--- src/rtl/pgx_pkg.sv ---
package pgx_pkg;

    // Coarse CPU-map region, taken from the top two address bits.
    typedef enum logic [1:0] {
        RGN_LOW    = 2'b00,
        RGN_FIX_LO = 2'b01,
        RGN_WIN    = 2'b10,
        RGN_FIX_HI = 2'b11
    } region_e;

endpackage

--- src/rtl/pgx_page_reg.sv ---
module pgx_page_reg
    import pgx_pkg::*;
#(
    parameter int PAGE_W    = 8,
    parameter int PAGE_IMPL = 6,
    parameter int REG_AW    = 8,
    parameter int REG_OFS   = 'h30
) (
    input  logic              clk,
    input  logic              rst_n,
    input  logic [REG_AW-1:0] bus_addr,
    input  logic              bus_wr,
    input  logic [PAGE_W-1:0] bus_wdata,
    output logic [PAGE_W-1:0] bus_rdata,
    input  logic              load_en,
    input  logic [PAGE_W-1:0] load_val,
    output logic [PAGE_W-1:0] page_o
);

    localparam int PAD_W = PAGE_W - PAGE_IMPL;

    typedef struct packed {
        logic [PAGE_IMPL-1:0] page;
    } preg_s;

    preg_s st_d, st_q;
    logic  hit;
    logic  unused_hi;

    assign hit       = (bus_addr == REG_AW'(REG_OFS));
    assign unused_hi = ^{bus_wdata[PAGE_W-1:PAGE_IMPL], load_val[PAGE_W-1:PAGE_IMPL]};

    always_comb begin
        st_d = st_q;
        // restore from the call/return path outranks a bus write
        if (load_en) begin
            st_d.page = load_val[PAGE_IMPL-1:0];
        end else if (bus_wr && hit) begin
            st_d.page = bus_wdata[PAGE_IMPL-1:0];
        end
    end

    always_ff @(posedge clk or negedge rst_n) begin
        if (!rst_n) begin
            st_q <= '0;
        end else begin
            st_q <= st_d;
        end
    end

    assign page_o    = {{PAD_W{1'b0}}, st_q.page};
    assign bus_rdata = hit ? page_o : '0;

endmodule

--- src/rtl/pgx_region_dec.sv ---
module pgx_region_dec
    import pgx_pkg::*;
#(
    parameter int CPU_AW = 16
) (
    input  logic [1:0] addr_top,
    output region_e    region
);

    always_comb begin
        unique case (addr_top)
            2'b00:   region = RGN_LOW;
            2'b01:   region = RGN_FIX_LO;
            2'b10:   region = RGN_WIN;
            default: region = RGN_FIX_HI;
        endcase
    end

endmodule

--- src/rtl/pgx_flash_map.sv ---
module pgx_flash_map #(
    parameter int PAGE_IMPL    = 6,
    parameter int FLASH_BASE   = 'h30,
    parameter int FLASH_BLOCKS = 4
) (
    input  logic [PAGE_IMPL-1:0]            page,
    output logic                            is_flash,
    output logic [$clog2(FLASH_BLOCKS)-1:0] blk
);

    localparam int NUM_PAGES   = 1 << PAGE_IMPL;
    localparam int FLASH_PAGES = NUM_PAGES - FLASH_BASE;
    localparam int PPB         = FLASH_PAGES / FLASH_BLOCKS;
    localparam int BLK_W       = $clog2(FLASH_BLOCKS);

    logic [FLASH_BLOCKS-1:0] grp_hit;

    // one range comparator per group of pages; the lowest group is the
    // highest-numbered block
    for (genvar g = 0; g < FLASH_BLOCKS; g++) begin : g_grp
        localparam int LO = FLASH_BASE + g * PPB;
        localparam int HI = LO + PPB;
        assign grp_hit[g] = (int'(page) >= LO) && (int'(page) < HI);
    end

    always_comb begin
        blk = '0;
        for (int i = 0; i < FLASH_BLOCKS; i++) begin
            if (grp_hit[i]) begin
                blk = BLK_W'(FLASH_BLOCKS - 1 - i);
            end
        end
    end

    assign is_flash = |grp_hit;

endmodule

--- src/rtl/page_xlate.sv ---
module page_xlate
    import pgx_pkg::*;
#(
    parameter int CPU_AW       = 16,
    parameter int PAGE_W       = 8,
    parameter int PAGE_IMPL    = 6,
    parameter int REG_AW       = 8,
    parameter int REG_OFS      = 'h30,
    parameter int FLASH_BASE   = 'h30,
    parameter int FLASH_BLOCKS = 4,
    parameter int FIX_LO_PAGE  = 'h3E,
    parameter int FIX_HI_PAGE  = 'h3F,
    localparam int WIN_AW      = CPU_AW - 2,
    localparam int PHYS_W      = PAGE_IMPL + WIN_AW,
    localparam int BLK_W       = $clog2(FLASH_BLOCKS)
) (
    input  logic              clk,
    input  logic              rst_n,
    input  logic              expanded_mode,
    input  logic [REG_AW-1:0] reg_addr,
    input  logic              reg_wr,
    input  logic [PAGE_W-1:0] reg_wdata,
    output logic [PAGE_W-1:0] reg_rdata,
    input  logic              page_load_en,
    input  logic [PAGE_W-1:0] page_load_val,
    output logic [PAGE_W-1:0] page_cur,
    input  logic              cpu_valid,
    input  logic [CPU_AW-1:0] cpu_addr,
    output logic              out_valid,
    output logic [PHYS_W-1:0] phys_addr,
    output logic              cs_flash,
    output logic              cs_ext,
    output logic              cs_unpaged,
    output logic [BLK_W-1:0]  flash_blk,
    output logic              illegal
);

    typedef struct packed {
        logic              valid;
        logic [PHYS_W-1:0] phys;
        logic              fl;
        logic              ext;
        logic              unp;
        logic              ill;
        logic [BLK_W-1:0]  blk;
    } xres_s;

    region_e              region;
    logic [PAGE_IMPL-1:0] eff_page;
    logic                 map_flash;
    logic [BLK_W-1:0]     map_blk;
    xres_s                x_d, x_q;

    pgx_page_reg #(
        .PAGE_W    (PAGE_W),
        .PAGE_IMPL (PAGE_IMPL),
        .REG_AW    (REG_AW),
        .REG_OFS   (REG_OFS)
    ) u_preg (
        .clk       (clk),
        .rst_n     (rst_n),
        .bus_addr  (reg_addr),
        .bus_wr    (reg_wr),
        .bus_wdata (reg_wdata),
        .bus_rdata (reg_rdata),
        .load_en   (page_load_en),
        .load_val  (page_load_val),
        .page_o    (page_cur)
    );

    pgx_region_dec #(
        .CPU_AW   (CPU_AW)
    ) u_rdec (
        .addr_top (cpu_addr[CPU_AW-1 -: 2]),
        .region   (region)
    );

    // fixed regions are hard-wired to their alias pages
    always_comb begin
        unique case (region)
            RGN_FIX_LO: eff_page = PAGE_IMPL'(FIX_LO_PAGE);
            RGN_FIX_HI: eff_page = PAGE_IMPL'(FIX_HI_PAGE);
            default:    eff_page = page_cur[PAGE_IMPL-1:0];
        endcase
    end

    pgx_flash_map #(
        .PAGE_IMPL    (PAGE_IMPL),
        .FLASH_BASE   (FLASH_BASE),
        .FLASH_BLOCKS (FLASH_BLOCKS)
    ) u_fmap (
        .page     (eff_page),
        .is_flash (map_flash),
        .blk      (map_blk)
    );

    always_comb begin
        x_d       = '0;
        x_d.valid = cpu_valid;
        if (cpu_valid) begin
            if (region == RGN_LOW) begin
                x_d.phys = PHYS_W'(cpu_addr);
                x_d.unp  = 1'b1;
            end else begin
                x_d.phys = {eff_page, cpu_addr[WIN_AW-1:0]};
                if (map_flash) begin
                    x_d.fl  = 1'b1;
                    x_d.blk = map_blk;
                end else if (expanded_mode) begin
                    x_d.ext = 1'b1;
                end else begin
                    x_d.ill = 1'b1;
                end
            end
        end
    end

    always_ff @(posedge clk or negedge rst_n) begin
        if (!rst_n) begin
            x_q <= '0;
        end else begin
            x_q <= x_d;
        end
    end

    assign out_valid  = x_q.valid;
    assign phys_addr  = x_q.phys;
    assign cs_flash   = x_q.fl;
    assign cs_ext     = x_q.ext;
    assign cs_unpaged = x_q.unp;
    assign flash_blk  = x_q.blk;
    assign illegal    = x_q.ill;

endmodule

--- config.mk ---
export PLATFORM = sky130hd
export DESIGN_NAME = page_xlate
export DESIGN_NICKNAME = d
export VERILOG_FILES = /design/src/rtl/pgx_pkg.sv /design/src/rtl/pgx_page_reg.sv /design/src/rtl/pgx_region_dec.sv /design/src/rtl/pgx_flash_map.sv /design/src/rtl/page_xlate.sv
export SDC_FILE = /design/constraint.sdc
export NUM_CORES = 1
export LEC_CHECK = 0
export BUFFER_PORTS_ARGS = -buffer_cell sky130_fd_sc_hd__buf_2
export CORE_MARGIN = 8
export CORE_UTILIZATION = 44
export CTS_CLUSTER_SIZE = 25
export DETAILED_ROUTE_END_ITERATION = 10
export GPL_TIMING_DRIVEN = 0
export PLACE_DENSITY = 0.83
export SYNTH_ARGS = -nofsm -noshare
export SYNTH_HDL_FRONTEND = slang
export SYNTH_SLANG_ARGS = --single-unit
--- constraint.sdc ---
create_clock -name clk -period 1.5 [get_ports clk]
set_clock_uncertainty 0.15 [all_clocks]
set_input_delay 0.075 -clock clk [delete_from_list [all_inputs] [get_ports clk]]
set_output_delay 0.075 -clock clk [all_outputs]
set_load 0.02 [all_outputs]
==> qor.yml, run 1 <==
pwr:
  power.internal_mw: 1.51
  pwr-share-comb_pct: 18.6
  power_frac_seq_pct: 48.0
  swShare_pct: 25.0
  peakVddDrop_mv: 0.597
  clkPwrFrac_pct: 33.3
  p_sw_uw: 504
  p_leak_nw: 1.20
  powerDensity_nw_per_um2: 908
worst_setup_path:
  cp.arrival_ps: 1160
  worstPathRequired_ps: 1270
  worstSetupPathType: "reg2out"
  cp_max_fo: 6
  start_kind: "register"
  endpoint_kind: "output pin"
grt:
  grt_pass1_wl_um: 6850
  antenna_found_initial: 0
  gr-usage-all-layers_pct: 17.2
  grt_max_degree: 34
  grt_remaining_overflow: 0
  first_global_vias: 1493
route:
  vias: 1306
  vias_per_cell: 4.82
  drtIter0Drc: 37
  wl_per_cell_um: 15.4
  drc_errors: 0
  dr.pass1.iters: 4
  wirelength_um: 4170
  drtAntennaViolNets: 0
sta:
  slew_headroom_pct: 53.4
  worst_pin_slew_ps: 699
  rsz0062_at_grt: "false"
  max_freq_mhz: 722
  finalMaxSlewViolations: 0
  setup-tns-final_ps: 0
  post-route-period-util_pct: 92.4
  holdWs_ps: 19.0
  worst_slack_ps: 115
  post-route-min-period_ps: 1390
  finalSetupViolCount: 0
  hold_violations: 0
synthesis:
  synth.yosys.warnings: 0
  synth_cell_types: 25
  yosys_register_bits: 33
  seq_area_frac_synth_pct: 60.7
  synthAdderAreaFrac_pct: 0
  synthesis.area_um2: 1360
  synth-simple-area-share_pct: 24.7
  synth_compound_area_share_pct: 7.27
  synth_top_family_by_area: "simple AND/OR/NAND/NOR gates"
  synth_mux_area_share_pct: 0
  synth.avg_cell_area_um2: 11.8
  synthCells: 115
  synthXorXnorAreaFrac_pct: 0
floorplanning:
  io_pins: 89
  die_w_um: 71.6
  row_count: 20
  coreArea_um2: 3000
  die_h_um: 71.6
  dieArea_um2: 5130
  initial_utilization_pct: 45.3
clocking:
  clockBufferDepth: 2
  clock_sinks: 33
  clk_latency_ps: 330
  root_buffer: "clkbuf_4"
  htreeDepth: 2
  cts.clk_slew.worst_paths_ps: 100
  cts_made_buffers: 5
  cts_tree: "done"
final_layout:
  final_common_cell: "buf_2"
  antenna_cells: 0
  num-fill-cells: 209
  multiInputGateArea_um2: 449
  drive_gt1_share_pct: 43.7
  synthToLayoutAreaGrowth_pct: 63.5
  seq_area_um2: 826
  most-common-layout-cells: "buf_2, dfrtp_1, dlygate4sd3_1, and2_1, nand2_1"
  nets: 283
hold_path:
  hold_path.class: "in2reg"
outcome:
  status: "finished clean"
run:
  max-cap-violations: 0
placed_design:
  gp_congestion: 0.720
  dp_hpwl_um: 2730
  io_buffers: 79
  dp_slack_ps: 181
routing by layer:
layer | vias up | share of wire, % | track usage [%]
li1 | 627 | - | -
met1 | 596 | 40 | 17.1
met2 | 74 | 47 | 29.2
met3 | 9 | 11 | 8.37
met4 | 0 | 2.0 | 9.07
met5 | - | 0 | 0
cells by family (layout without fill, tap and decap cells):
kind of cell | after synthesis | after routing
AO/OA/AOI/OAI | 12 | 12
buffers and inverters | 17 | 137
flip-flops | 33 | 33
other | 1 | 4
AND/OR/NAND/NOR | 52 | 52
worst paths after layout:
| kind | startpoint | end | slack, ps | depth (start not counted) |
|---|---|---|---|---|
| worst max-delay path | u_preg.st_q[4] | reg_rdata[4] | 110 | 2 |
| worst min-delay path | reg_wr | u_preg.st_q[4] | 20 | 3 |
| worst max register to register | u_preg.st_q[4] | illegal | 370 | 2 |
| worst min register to register | u_preg.st_q[2] | flash_blk[0] | 390 | 1 |
| max in group asynchronous | rst_n | phys_addr[7] | 570 | 2 |
| min in group asynchronous | rst_n | u_preg.st_q[4] | 180 | 2 |
synth_stat cells:
cell | n | area share [%]
dfrtp_1 | 33 | 61
and2_1 | 14 | 6.4
nand2_1 | 8 | 2.2
nor2b_1 | 7 | 3.2
and3_2 | 6 | 3.3
inv_1 | 6 | 1.7
nand4_1 | 6 | 2.8
a21oi_1 | 5 | 1.8
buf_4 | 5 | 2.8
o311ai_1 | 4 | 2.6
clkbuf_1 | 3 | 0.83
nor2_1 | 3 | 0.83
nor4_1 | 2 | 0.92
o311ai_2 | 2 | 2.4
a31oi_1 | 1 | 0.46
and3_1 | 1 | 0.46
and3_4 | 1 | 0.83
and4bb_2 | 1 | 0.92
buf_2 | 1 | 0.37
buf_6 | 1 | 0.83
conb_1 | 1 | 0.28
dlygate4sd1_1 | 1 | 0.64
nor3b_1 | 1 | 0.55
nor4_4 | 1 | 1.6
nor4b_1 | 1 | 0.64
worst max-delay path, stage by stage (launching register included):
cell     delay (ps)
dfrtp_1         460
and3_2          210
buf_2           160
stage by stage:
step | utilization [%] | std cells | area [um2] | total power [mW]
2_1_floorplan | - | 118 | 1370 | 1.14
3_3_place_gp | 60.2 | 230 | 1810 | 1.28
3_5_place_dp | 60.2 | 230 | 1810 | 1.29
4_1_cts | 74.0 | 271 | 2220 | 2.04
5_1_grt | 74.0 | 271 | 2220 | 2.12
6_report | 74.0 | 271 | 2220 | 2.02
flip-flops by register name, summed over array words and instances (netlist names):
signal	flops
phys_addr	20
u_preg.st_q	6
flash_blk	2
cs_ext	1
cs_flash	1
cs_unpaged	1
illegal	1
out_valid	1
layout make-up:
| cell class | count | share of cell area (%) |
|---|---|---|
| sequential | 33 | 37.1 |
| timing repair buffer | 112 | 32.6 |
| buffer | 11 | 3.32 |
| multi-input combinational | 68 | 20.2 |
| tap | 33 | 1.86 |
| clock inverter | 1 | 1.35 |
| inverter | 6 | 1.01 |
| clock buffer | 7 | 2.48 |
what timing repair did:
action | in CTS | in global routing
gates resized for setup | 0 | 0
endpoints found under the setup margin | 0 | 0
buffers inserted | 0 | 0
hold buffers | 33 | 0
hold endpoints to repair | 66 | 0
power by group through the flow:
stage / logic [mW] / clock network, mW / registers (mW)
final: 0.376 / 0.673 / 0.969
after CTS: 0.372 / 0.697 / 0.967
after floorplan: 0.0974 / 0 / 1.05
after detailed placement: 0.306 / 0 / 0.985
after global placement: 0.302 / 0 / 0.983
after global routing: 0.409 / 0.741 / 0.975
Power figures use the tool's default switching activity.
==> run 2: changes to the inputs <==
--- a/config.mk
+++ b/config.mk
@@ -5,12 +5,14 @@
 export SDC_FILE = /design/constraint.sdc
 export NUM_CORES = 1
 export LEC_CHECK = 0
+export ABC_AREA = 1
 export BUFFER_PORTS_ARGS = -buffer_cell sky130_fd_sc_hd__buf_2
 export CORE_MARGIN = 8
 export CORE_UTILIZATION = 44
 export CTS_CLUSTER_SIZE = 25
 export DETAILED_ROUTE_END_ITERATION = 10
 export GPL_TIMING_DRIVEN = 0
+export MAX_ROUTING_LAYER = met4
 export PLACE_DENSITY = 0.83
 export SYNTH_ARGS = -nofsm -noshare
 export SYNTH_HDL_FRONTEND = slang
==> qor.yml, run 2 <==
outcome:
  status: "finished clean"
clocking:
  post_cts_resized: 0  # unchanged
  post-cts-setup-buffers: 0  # unchanged
  htreeDepth: 2  # unchanged
  cts_made_buffers: 5  # unchanged
  clockBufferDepth: 2  # unchanged
  cts_tree: "done"
  cts.clk_slew.worst_paths_ps: 100  # about the same
  ctsHoldBuffers: 32  # -3.0%
  clock_sinks: 33  # unchanged
  root_buffer: "clkbuf_4"
  clk_latency_ps: 320  # about the same
sta:
  finalSetupViolCount: 0  # unchanged
  post-route-min-period_ps: 1450  # +66.2 ps
  post-route-period-util_pct: 96.8  # +4.4 points
  worst_pin_slew_ps: 693  # -5.96 ps
  setup-tns-final_ps: 0  # unchanged
  max_freq_mhz: 689  # -4.6%
  slew_headroom_pct: 53.8  # +0.40 points
  finalMaxSlewViolations: 0  # unchanged
  hold_violations: 0  # unchanged
  rsz0062_at_grt: "false"
worst_setup_path:
  worstPathRequired_ps: 1570  # +300 ps
  cp.arrival_ps: 1520  # +360 ps
  crit_family: "buffers and inverters"
  cpMostUsedCell: "nand2_1"
  start_kind: "input port"
  worstSetupPathType: "in2reg"
  ff2ff_setup_slack_ps: 240  # -130 ps
  path_depth: 7  # +5
  crit_chain: "dlygate4sd3_1 -> buf_2 -> nand2_1 -> nand2_1 -> dlygate4sd3_1 -> nand2_1 -> nand2_1"
  endpoint_kind: "register"
  cp_slowest_cell: "dlygate4sd3_1"
  cp_max_fo: 1  # -5
  rr_worst_depth: 2  # unchanged
  cpPeakStageDelay_ps: 550  # +90 ps
  r2r_start: "u_preg.st_q[4]"
  crit_buf_inv: 3  # +2
  rr_endpoint: "illegal"
final_layout:
  seq_area_um2: 826  # unchanged
  final_area_um2: 2200  # -1.1%
  nets: 320  # +13%
  most-common-layout-cells: "buf_2, nand2_1, dfrtp_1, dlygate4sd3_1, inv_1"
  largest_reg_flops: 20  # unchanged
  final_common_cell: "buf_2"
  synthToLayoutAreaGrowth_pct: 60.0
  drive_gt1_share_pct: 38.9  # -4.8 points
  num-fill-cells: 224  # +7.2%
  multiInputGateArea_um2: 399  # -11%
  antenna_cells: 0  # unchanged
route:
  vias_per_cell: 4.33  # -10%
  drtAntennaViolNets: 0  # unchanged
  drtIter0Drc: 64  # +73%
  wirelength_um: 3800  # -9.0%
  vias: 1335  # +2.2%
  drc_errors: 0  # unchanged
  dr.pass1.iters: 6  # +2
  wl_per_cell_um: 12.3  # -20%
hold_path:
  hold_path_end: "u_preg.st_q[5]"
  hold_path.class: "in2reg"
  hp-start: "reg_wr"
  worstHoldPathCells: 4  # +1
floorplanning:
  die_w_um: 71.9  # +0.39%
  io_pins: 89  # unchanged
  dieArea_um2: 5170  # +0.78%
  row_count: 20  # unchanged
  initial_utilization_pct: 45.8  # +0.46 points
  die_h_um: 71.9  # +0.39%
  coreArea_um2: 3000  # unchanged
synthesis:
  synth.avg_cell_area_um2: 9.04  # -24%
  synth.area.top_cells: "dfrtp_1, nand2_1, inv_1, a21oi_1, nor2_1"
  yosys-top-cells-count: "nand2_1, dfrtp_1, inv_1"
  synthCells: 152  # +32%
  synth.top_cell.area_share_pct: 60.1  # -0.61 points
  synth_cell_types: 19  # -24%
  synthesis.area_um2: 1370  # +1.0%
  yosysMostFrequentCell: "nand2_1"
  seq_area_frac_synth_pct: 60.1  # -0.61 points
  yosys.area.top_type: "dfrtp_1"
  synthFlopType: "dfrtp_1"
  synth-edff-count: 0  # unchanged
  synth.yosys.warnings: 0  # unchanged
  async_reset_ff_share_pct: 100  # unchanged
  yosys_register_bits: 33  # unchanged
grt:
  gr-usage-all-layers_pct: 16.0  # -1.2 points
  grt_pass1_wl_um: 6400  # -6.6%
  antenna_found_initial: 0  # unchanged
  grt_max_degree: 34  # unchanged
  first_global_vias: 1375  # -7.9%
  grt_remaining_overflow: 0  # unchanged
run:
  max-cap-violations: 0  # unchanged
pwr:
  power.internal_mw: 1.31  # -14%
  power_frac_seq_pct: 52.7  # +4.7 points
  peakVddDrop_mv: 0.419  # -30%
  pwr-share-comb_pct: 22.5  # +3.9 points
  p_leak_nw: 1.36  # +14%
  powerDensity_nw_per_um2: 835  # -8.0%
  p_sw_uw: 531  # +5.4%
  swShare_pct: 28.9  # +4.0 points
  clkPwrFrac_pct: 24.8  # -8.5 points
placed_design:
  dp_hpwl_um: 2750  # +0.74%
  placed_area_um2: 1830  # +1.0%
  gp_congestion: 0.758  # +5.3%
  io_buffers: 80  # +1.3%
==> run 2: changes by cell type in the layout (fill, tap and decap cells not counted), moves of 7 or more <==
cell / delta
nand2_1: +39
nor2b_1: -7
inv_1: +20
and2_1: -14
==> run 2: metal layers <==
metal,global-route usage [%],wire length (um)
met3,3.49,215
met4,6.12,57
met5,-,0
met1,16.5,1380
met2,28.9,2140
==> run 2: cell families (layout without fill, tap and decap cells) <==
group,Yosys count,count (layout),synth area share (%)
other,1,4,0.273
AO/OA/AOI/OAI,7,7,2.55
flip-flops,33,33,60.1
buffers and inverters,36,156,11.7
AND/OR/NAND/NOR,75,75,25.4
==> run 2: power groups by stage <==
stage                     clock [mW]  combinational [mW]  sequential [mW]
after detailed placement           0               0.344            0.987
after global placement             0               0.336            0.986
after floorplan                    0               0.116             1.06
after global routing           0.515               0.455            0.976
after CTS                      0.464               0.414            0.969
final                          0.456               0.412            0.968
==> run 2: worst max-delay path by stage <==
stage,slack [ps],startpoint,endpoint
2_1_floorplan,340,u_preg.st_q[4],illegal
3_3_place_gp,310,u_preg.st_q[4],illegal
3_5_place_dp,260,u_preg.st_q[4],illegal
4_1_cts,100,reg_wdata[5],u_preg.st_q[5]
5_1_grt,20,reg_wdata[2],u_preg.st_q[2]
6_report,50,reg_wdata[5],u_preg.st_q[5]
==> run 2: metrics by stage <==
| stage | std cells | hold slack (ps) | setup WS [ps] | power (mW) | utilization, % |
|---|---|---|---|---|---|
| finish | 308 | 14.3 | 48.5 | 1.84 | 73.2 |
| global route | 308 | 11.9 | 19.8 | 1.95 | 73.2 |
| CTS | 308 | 12.4 | 95.8 | 1.85 | 73.2 |
| detailed placement | 268 | 4.19 | 264 | 1.33 | 60.8 |
| global placement | 268 | 0.502 | 306 | 1.32 | 60.8 |
| floorplan | 155 | -371 | 337 | 1.17 | - |
==> run 2: cell type report <==
| cell class | instances | share of cell area [%] |
|---|---|---|
| Buffer | 7 | 2.33 |
| Clock inverter | 2 | 0.455 |
| Clock buffer | 6 | 1.88 |
| Timing Repair Buffer | 112 | 32.8 |
| Inverter | 29 | 4.95 |
| Multi-Input combinational cell | 86 | 18.2 |
| Sequential cell | 33 | 37.6 |
| Tap cell | 33 | 1.88 |
==> run 2: worst reg2reg max path, delay by kind of cell, from the launching register on <==
| family | cells | cell delay (ps) |
|---|---|---|
| compound gates | 1 | 380 |
| flops | 1 | 430 |
| simple gates | 1 | 230 |
==> run 3: changes to the inputs <==
--- a/config.mk
+++ b/config.mk
@@ -11,7 +11,6 @@
 export CORE_UTILIZATION = 44
 export CTS_CLUSTER_SIZE = 25
 export DETAILED_ROUTE_END_ITERATION = 10
-export GPL_TIMING_DRIVEN = 0
 export MAX_ROUTING_LAYER = met4
 export PLACE_DENSITY = 0.83
 export SYNTH_ARGS = -nofsm -noshare
==> constraint.sdc (replaced) <==
create_clock -name clk -period 1.5 [get_ports clk]
set_clock_uncertainty 0.15 [all_clocks]
set_input_delay 0.075 -clock clk [delete_from_list [all_inputs] [get_ports clk]]
set_output_delay 0.075 -clock clk [all_outputs]
set_load 0.005 [all_outputs]
==> qor.yml, run 3 (synthesis gave the netlist of run 2 again) <==
outcome:
  status: "finished clean"
grt:
  first_global_vias: 1487  # +8.1%
  antenna_found_initial: 0  # unchanged
  grt_pass1_wl_um: 6820  # +6.7%
  grt_remaining_overflow: 0  # unchanged
  grt_max_degree: 34  # unchanged
  gr-usage-all-layers_pct: 17.3  # +1.3 points
floorplanning:
  dieArea_um2: 5170  # unchanged
  die_h_um: 71.9  # unchanged
  row_count: 20  # unchanged
  initial_utilization_pct: 45.8  # unchanged
  coreArea_um2: 3000  # unchanged
  die_w_um: 71.9  # unchanged
  io_pins: 89  # unchanged
pwr:
  peakVddDrop_mv: 0.488  # +16%
  pwr-share-comb_pct: 17.0  # -5.5 points
  swShare_pct: 22.5  # -6.4 points
  p_sw_uw: 483  # -9.2%
  powerDensity_nw_per_um2: 899  # +7.6%
  power.internal_mw: 1.66  # +27%
  power_frac_seq_pct: 45.3  # -7.4 points
  clkPwrFrac_pct: 37.8  # +13 points
  p_leak_nw: 1.40  # +2.8%
route:
  drc_errors: 0  # unchanged
  drtIter0Drc: 52  # -19%
  vias_per_cell: 4.38  # +1.0%
  vias: 1397  # +4.6%
  dr.pass1.iters: 4  # -2
  drtAntennaViolNets: 0  # unchanged
  wl_per_cell_um: 12.8  # +4.1%
  wirelength_um: 4090  # +7.8%
clocking:
  clk_latency_ps: 330  # about the same
  cts_made_buffers: 5  # unchanged
  htreeDepth: 2  # unchanged
  clockBufferDepth: 2  # unchanged
  root_buffer: "clkbuf_4"
  cts.clk_slew.worst_paths_ps: 100  # about the same
  post-cts-setup-buffers: 0  # unchanged
  cts_tree: "done"
  clock_sinks: 33  # unchanged
final_layout:
  fin_cells: 319  # +3.6%
  drive_gt1_share_pct: 35.3  # -3.6 points
  largest_reg_flops: 20  # unchanged
  final_common_cell: "buf_2"
  num-fill-cells: 194  # -13%
  antenna_cells: 0  # unchanged
  most-common-layout-cells: "buf_2, dlygate4sd3_1, nand2_1, dfrtp_1, inv_1"
  nets: 331  # +3.4%
  synthToLayoutAreaGrowth_pct: 73.3
sta:
  post-route-period-util_pct: 96.3  # -0.46 points
  rsz0062_at_grt: "false"
  post-route-min-period_ps: 1440  # -6.94 ps
  finalMaxSlewViolations: 0  # unchanged
  max_freq_mhz: 692  # +0.48%
  setup-tns-final_ps: 0  # unchanged
  slew_headroom_pct: 54.0  # +0.15 points
  worst_pin_slew_ps: 690  # -2.25 ps
  finalSetupViolCount: 0  # unchanged
  hold_violations: 0  # unchanged
placed_design:
  placed_cells: 261  # -2.6%
  dp_hpwl_um: 2720  # -1.2%
  io_buffers: 80  # unchanged
  gp_congestion: 0.758  # about the same
worst_setup_path:
  endpoint_kind: "register"
  worstSetupStartpoint: "cpu_valid"
  ff2ff_setup_slack_ps: 290  # +50 ps
  start_kind: "input port"
  worstPathRequired_ps: 1590  # +20 ps
  cp_max_fo: 18  # +17
  r2r_start: "u_preg.st_q[4]"
  worstSetupPathType: "in2reg"
  cp.arrival_ps: 1530  # about the same
hold_path:
  hold_path.class: "in2reg"
  hp-start: "reg_addr[4]"
run:
  max-cap-violations: 0  # unchanged
## run 3: changes by cell type in the layout (fill, tap and decap cells not counted), moves of 2 or more
| cell | change |
|---|---|
| dlygate4sd3_1 | +18 |
| buf_4 | -4 |
| buf_2 | -3 |
| bufinv_16 | +2 |
## run 3: repair_timing
item                       in CTS  in global routing
hold endpoints to repair       66                  0
gates resized for setup         0                  1
hold buffers                   50                  0
setup endpoints to repair       0                 14
## run 3: metal layers
layer  vias up  wire [um]  part of all wire [%]  global-route usage (%)
li1        704          -                     -                       -
met1       640       1460                    36                    16.8
met2        46       2320                    57                    31.8
met3         7        247                   6.0                    5.02
met4         0         61                   1.5                    6.12
met5         -          0                     0                       -
## run 3: power groups by stage
stage          registers (mW)  logic (mW)  clock network (mW)
6_report                0.969       0.363               0.809
5_1_grt                 0.976       0.409               0.863
4_1_cts                 0.969       0.359               0.828
2_1_floorplan           0.993       0.108                   0
3_5_place_dp            0.987       0.258                   0
3_3_place_gp            0.984       0.250                   0
## run 3: final timing paths
kind                             endpoint  depth (start not counted)
setup / recovery             phys_addr[2]                          5
hold / removal             u_preg.st_q[5]                          6
setup reg to reg                  illegal                          2
hold reg to reg              flash_blk[0]                          1
max in group asynchronous        cs_flash                          2
min in group asynchronous  u_preg.st_q[3]                          2
## run 3: layout make-up
cell class	instances	area [um2]	share of cell area, %
clock buffer	5	37.5	1.58
sequential	33	826	34.7
tap	33	41.3	1.73
multi-input combinational	86	399	16.8
inverter	29	109	4.57
timing repair buffer	130	903	37.9
clock inverter	3	65.1	2.73
## run 3: through the flow
step | worst slack (ps) | utilization, % | power (mW) | hold WS [ps] | area, um2
2_1_floorplan | 421 | - | 1.10 | -371 | 1390
5_1_grt | 3.12 | 79.3 | 2.25 | 105 | 2380
6_report | 55.4 | 79.3 | 2.14 | 76.7 | 2380
3_5_place_dp | 316 | 59.1 | 1.24 | 6.24 | 1780
4_1_cts | 57.8 | 79.2 | 2.16 | 50.3 | 2380
3_3_place_gp | 311 | 59.1 | 1.23 | 2.17 | 1780
## run 3: critical path, cell delays in order
cell	delay, ps
dlygate4sd3_1	530
clkbuf_4	230
nand2_1	90
dlygate4sd3_1	550
inv_1	50
